`config.mk`:
```
export PLATFORM = sky130hd
export DESIGN_NAME = ser_tx_line
export DESIGN_NICKNAME = d
export VERILOG_FILES = /design/src/rtl/ser_tx_pkg.sv /design/src/rtl/ser_tx_hold.sv /design/src/rtl/ser_tx_shift.sv /design/src/rtl/ser_tx_line.sv
export SDC_FILE = /design/constraint.sdc
export NUM_CORES = 1
export LEC_CHECK = 0
export ABC_AREA = 1
export BUFFER_PORTS_ARGS = -buffer_cell sky130_fd_sc_hd__buf_2
export CORE_ASPECT_RATIO = 0.9
export CORE_MARGIN = 8
export CORE_UTILIZATION = 50
export CTS_BUF_LIST = sky130_fd_sc_hd__clkbuf_8
export CTS_CLUSTER_SIZE = 16
export DETAILED_ROUTE_END_ITERATION = 10
export PLACE_DENSITY_LB_ADDON = 0.3
export SLEW_MARGIN = 20
export SYNTH_ARGS = -nofsm -noshare
export SYNTH_HDL_FRONTEND = slang
export SYNTH_HIERARCHICAL = 1
export SYNTH_SLANG_ARGS = --single-unit
```
`constraint.sdc`:
```
create_clock -name clk_i -period 1.6 [get_ports clk_i]
set_input_delay 0.08 -clock clk_i [delete_from_list [all_inputs] [get_ports clk_i]]
set_output_delay 0.08 -clock clk_i [all_outputs]
set_load 0.005 [all_outputs]
```
`src/rtl/ser_tx_pkg.sv`:
```
package ser_tx_pkg;
  typedef enum logic [1:0] {
    ST_IDLE  = 2'd0,
    ST_START = 2'd1,
    ST_DATA  = 2'd2,
    ST_STOP  = 2'd3
  } tx_state_e;
endpackage

```
`src/rtl/ser_tx_hold.sv`:
```
module ser_tx_hold #(
  parameter int unsigned DATA_W = 8
) (
  input  logic              clk_i,
  input  logic              rst_ni,
  input  logic              wr_en_i,
  input  logic [DATA_W-1:0] wr_data_i,
  input  logic              take_i,
  output logic [DATA_W-1:0] data_o,
  output logic              empty_o
);
  logic [DATA_W-1:0] data_q;
  logic              empty_q;

  // A write wins over a same-cycle take: the old byte leaves, the new one stays pending.
  always_ff @(posedge clk_i or negedge rst_ni) begin
    if (!rst_ni) begin
      data_q  <= '0;
      empty_q <= 1'b1;
    end else if (wr_en_i) begin
      data_q  <= wr_data_i;
      empty_q <= 1'b0;
    end else if (take_i) begin
      empty_q <= 1'b1;
    end
  end

  assign data_o  = data_q;
  assign empty_o = empty_q;
endmodule

```
`src/rtl/ser_tx_shift.sv`:
```
module ser_tx_shift
  import ser_tx_pkg::*;
#(
  parameter int unsigned DATA_W = 8
) (
  input  logic              clk_i,
  input  logic              rst_ni,
  input  logic              tick_i,
  input  logic              pending_i,
  input  logic [DATA_W-1:0] data_i,
  output logic              take_o,
  output logic              busy_o,
  output logic              tx_o
);
  localparam int unsigned CNT_W = (DATA_W > 1) ? $clog2(DATA_W) : 1;
  localparam logic [CNT_W-1:0] LAST_IDX = CNT_W'(DATA_W - 1);

  tx_state_e         state_q;
  logic [DATA_W-1:0] shreg_q;
  logic [CNT_W-1:0]  cnt_q;
  logic              tx_q;
  logic              can_load;

  assign can_load = (state_q == ST_IDLE) || (state_q == ST_STOP);
  assign take_o   = tick_i && pending_i && can_load;

  always_ff @(posedge clk_i or negedge rst_ni) begin
    if (!rst_ni) begin
      state_q <= ST_IDLE;
      shreg_q <= '0;
      cnt_q   <= '0;
      tx_q    <= 1'b1;
    end else if (tick_i) begin
      unique case (state_q)
        ST_IDLE, ST_STOP: begin
          if (pending_i) begin
            shreg_q <= data_i;
            tx_q    <= 1'b0;
            state_q <= ST_START;
          end else begin
            tx_q    <= 1'b1;
            state_q <= ST_IDLE;
          end
        end
        ST_START: begin
          tx_q    <= shreg_q[0];
          shreg_q <= shreg_q >> 1;
          cnt_q   <= '0;
          state_q <= ST_DATA;
        end
        ST_DATA: begin
          if (cnt_q == LAST_IDX) begin
            tx_q    <= 1'b1;
            state_q <= ST_STOP;
          end else begin
            tx_q    <= shreg_q[0];
            shreg_q <= shreg_q >> 1;
            cnt_q   <= cnt_q + 1'b1;
          end
        end
        default: state_q <= ST_IDLE;
      endcase
    end
  end

  assign busy_o = (state_q != ST_IDLE);
  assign tx_o   = tx_q;
endmodule

```
`src/rtl/ser_tx_line.sv`:
```
module ser_tx_line #(
  parameter int unsigned DATA_W = 8
) (
  input  logic              clk_i,
  input  logic              rst_ni,
  input  logic              wr_en_i,
  input  logic [DATA_W-1:0] wr_data_i,
  input  logic              bit_tick_i,
  output logic              tx_o,
  output logic              hold_empty_o
);
  logic [DATA_W-1:0] hold_data;
  logic              hold_empty;
  logic              take;
  logic              line_busy;

  ser_tx_hold #(.DATA_W(DATA_W)) u_hold (
    .clk_i     (clk_i),
    .rst_ni    (rst_ni),
    .wr_en_i   (wr_en_i),
    .wr_data_i (wr_data_i),
    .take_i    (take),
    .data_o    (hold_data),
    .empty_o   (hold_empty)
  );

  ser_tx_shift #(.DATA_W(DATA_W)) u_shift (
    .clk_i     (clk_i),
    .rst_ni    (rst_ni),
    .tick_i    (bit_tick_i),
    .pending_i (!hold_empty),
    .data_i    (hold_data),
    .take_o    (take),
    .busy_o    (line_busy),
    .tx_o      (tx_o)
  );

  assign hold_empty_o = hold_empty;
endmodule

```
# Word level (Yosys, flattened, before mapping)
# Cells that the tools add are included.
# classes
shift	0
n_lt_le_gt_ge	0
multipliers	0
mux	13
bitwise_logic	0
add_sub_neg	1
eq_ne	7
n_div	0
reduce_logical	11
# op_table
op	n
8-bit case mux with 3 select lines	1
8-bit two-way mux	2
2-bit case mux with 3 select lines	1
3-bit case mux with 2 select lines	1
3-bit AND reduction	2
1-bit two-way mux	5
2-bit equality test, second input constant	2
2-bit inequality test, second input constant	2
2-bit nonzero test	2
3-bit by 1-bit adder with 3-bit output, second input constant	1
3-bit equality test, second input constant	1
3-bit two-way mux	1
1-bit case mux with 3 select lines	1
2-bit by 1-bit equality test with 1-bit output, second input constant	1
1-bit logical AND	2
2-bit logical NOT	1
2-bit two-way mux	1
2-bit by 1-bit inequality test with 1-bit output, second input constant	1
2-bit AND reduction	1
2-bit OR reduction	1
1-bit logical NOT	1
1-bit logical OR	1
# totals
mem_bits_rw	0
romBits	0
memories	0
regBits	23
latchBits	0

# Logic depth before layout (Yosys ltp)
# logic_depth
depth_word	5
ltp_mapped	9

# Hierarchy
# The synthesis kept the hierarchy.
# by_module_without_submodules
module	area_each_um2	cells_per_inst	instances	seq_area_each_um2
ser_tx_shift	819.5	103	1	351.6
ser_tx_hold	339.1	37	1	226.5
ser_tx_line	3.8	1	1	0.0

# Worst setup path before layout
# Ideal clock, no wire load.
# synth_timing
kind	reg2reg
from	register u_shift.cnt_q[0]
to	register u_shift.shreg_q[7]
period_less_slack_ps	1384
setup_time_ps	120
arrival_ps	1264
path_slack_ps	216
path_stages_with_launch	8
required_ps	1480
cell_sequence	dfrtp_1 ha_1 ha_1 nand2_1 nand2_1 buf_4 o21ai_0 nand2_1
# synth_between
elab_chain_len	3
# synth_lines
element	line_no	text
start, declared	ser_tx_shift.sv:20	logic [CNT_W-1:0] cnt_q;
start signal, assigned	ser_tx_shift.sv:58	cnt_q <= cnt_q + 1'b1;
3-bit equality test	ser_tx_shift.sv:52	if (cnt_q == LAST_IDX) begin
2-bit inequality test (no line)	--	
3-bit AND reduction (no line)	--	
end signal, assigned	ser_tx_shift.sv:37	shreg_q <= data_i;
end signal, assigned	ser_tx_shift.sv:47	shreg_q <= shreg_q >> 1;
end signal, assigned	ser_tx_shift.sv:57	shreg_q <= shreg_q >> 1;
end, declared	ser_tx_shift.sv:19	logic [DATA_W-1:0] shreg_q;
# Every way passes these cells.
# A chain may end at the register's enable or synchronous reset.

# Worst setup path in the final report
# layout_timing
from	register u_shift.cnt_q[0]
to	register u_shift.shreg_q[0]
# Same word-level chain as after synthesis.

==> flow_summary_export.csv <==
group,metric,value,unit
timing,fin_skew,0.003360,ns
detailed_routing,drcViolationCount,0,
placed_design,dp_hpwl,1592,um
detailed_routing,dr.pass1.iters,5,
global_routing,grt_max_degree,24,
floorplanning,dieArea,0.004116,mm^2
clocking,clock-sinks,23,
min_path,min_path_type,"in2reg",
min_path,holdPathEnd,"u_hold/data_o[2]",
global_routing,antenna_found_initial,0,
clocking,cts_buffers,3,
floorplanning,die_y,61.67,um
power,ir_worst_vdd,0.9819,mV
clocking,htree_levels,1,
global_routing,grt_util_all_layers,12.50,%
layout,antenna_cells,0,
synthesis,synthCells,140,
power,power_density,1683,mW/mm^2
detailed_routing,drt_iter0_drc,22,
timing,period_share,92.28,%
placed_design,io_buffers,13,
critical_path,crit_chain,"ha_1 -> ha_1 -> nand2_1 -> nand2_4 -> nor2_4 -> nand2_1 -> o21ai_1",
placed_design,gp_congestion,0.8535,
power,p_leak,0.7182,nW
synthesis,ys_warn_count,6,
detailed_routing,wl,2163,um
layout,utilization,59.58,%
timing,maxSlewViolCount,0,
critical_path,rr_worst_depth,7,
clocking,clk_latency,0.26,ns
placed_design,dp_slack,-0.05115,ns
detailed_routing,routedWlPerCell,11.82,um
timing,tightest_slew,0.4984,ns
global_routing,grt_overflow,0,
run,maxCapViolCount,0,
min_path,min_delay_path_depth,3,
floorplanning,die_w,66.74,um
timing,fin_setup_tns,0,ns
floorplanning,ios,14,
timing,slew_headroom,66.77,%
critical_path,regToRegStartpoint,"u_shift/cnt_q[0]",
critical_path,path_class,"reg2reg",
clocking,cts_buffer_depth,2,
critical_path,worstPathRequired,1.78,ns
min_path,min_from,"wr_data_i[2]",
clocking,clkTransAtPathRegs,0.08,ns
critical_path,cp-end-kind,"flop",
global_routing,grt_first_pass_wirelength,3877,um
critical_path,critPathMaxFanout,12,
global_routing,first_global_vias,888,
timing,fmax,0.6773,GHz
critical_path,r2r_slack,0.12,ns
critical_path,critical_path.slowest_cell,"dfrtp_1",
layout,final_cell_mix,"69 x nand2_1, 21 x dfrtp_1, 13 x buf_2",
detailed_routing,ant_nets,0,
floorplanning,core,0.002182,mm^2
layout,num-fill-cells,201,
layout,num-nets-final,174,
critical_path,crit_arrival,1.66,ns
clocking,cts_setup_buffers,0,
synthesis,synth_fp_nets,157,
layout,area_growth,12.20,%
synthesis,syn_avg_cell_area,8.276,um^2
critical_path,regToRegEndpoint,"u_shift/shreg_q[0]",
floorplanning,num_rows,16,
timing,rsz0062_at_grt,"false",
layout,drive_gt1_share,19.23,%
detailed_routing,route.vias.total,900,
timing,fin_crit,1.477,ns
detailed_routing,via_per_inst,4.918,
critical_path,start_kind,"flop",
layout,final_common_cell,"nand2_1",
timing,setup_viol,0,
clocking,root_buffer,"clkbuf_8",
critical_path,worstSetupStartpoint,"u_shift/cnt_q[0]",
timing,layout_setup_ws,0.1235,ns
floorplanning,start_util,53.10,%
critical_path,cp_slowest_stage_delay,0.40,ns
synthesis,netlist_area,0.001159,mm^2
status,status,"complete, no violations",
timing,hold_viol,0,
clocking,cts_tree,"done",
worst max-delay path, delay by kind of cell, from the launching register on:
kind	cells	cell delay (ns)
AO/OA/AOI/OAI	1	0.08
AND/OR/NAND/NOR	4	0.51
adder cells (fa/ha/maj)	2	0.40
flip-flops	1	0.40
report_power, final:
part	total (W)	switching [W]	internal, W
Sequential	0.000853	0.0000874	0.000765
Combinational	0.000995	0.000651	0.000344
Clock	0.000341	0.000170	0.000171
Total	0.00219	0.000908	0.00128
layout make-up:
class                      instances  area, um^2  area share (%)
sequential                        23       578.1           44.47
multi-input combinational        104       518.0           39.85
timing repair buffer              15       82.58           6.352
inverter                          10       42.54           3.272
clock buffer                       3       41.29           3.176
tap                               27       33.78           2.599
clock inverter                     1       3.754          0.2887
registers in the layout, indices dropped and copies added (netlist names):
register         flops
u_hold/data_o        8
u_hold/empty_o       1
u_shift/cnt_q        3
u_shift/shreg_q      8
u_shift/state_q      2
u_shift/tx_o         1
layer usage:
metal  global-route usage (%)  share of wire [%]  routed length, um
met1                    15.07                 46                994
met2                    20.03                 47               1012
met4                    5.471                1.7                 36
met5                        0                  0                  0
met3                    4.000                5.5                119
metrics by stage:
stage	power [W]	hold slack [ns]	cells	cell area (um^2)
after floorplan	0.001670	-0.2156	140	1159
after CTS	0.002191	0.01020	183	1287
final	0.002188	0.01557	183	1300
after global routing	0.002379	0.01586	183	1300
after detailed placement	0.001830	0.07442	177	1224
after global placement	0.001785	0.07798	177	1224
worst max path at each step:
stage / end / slack [ns] / cells after the start
global route: u_shift/shreg_q[0] / 0.02 / 7
global placement: u_shift/shreg_q[0] / 0.05 / 7
CTS: u_shift/shreg_q[4] / 0.07 / 7
detailed placement: u_shift/shreg_q[0] / -0.05 / 7
finish: u_shift/shreg_q[0] / 0.12 / 7
floorplan: u_shift/shreg_q[7] / 0.22 / 7
what timing repair did:
item / in CTS / in global routing
hold buffers: 1 / 0
endpoints found under the hold margin: 21 / 0
pin swaps: 1 / 0
setup endpoints to repair: 9 / 11
gates resized for setup: 1 / 4
gates cloned: 1 / 0
No activity file was read; power rests on OpenSTA's default activity.
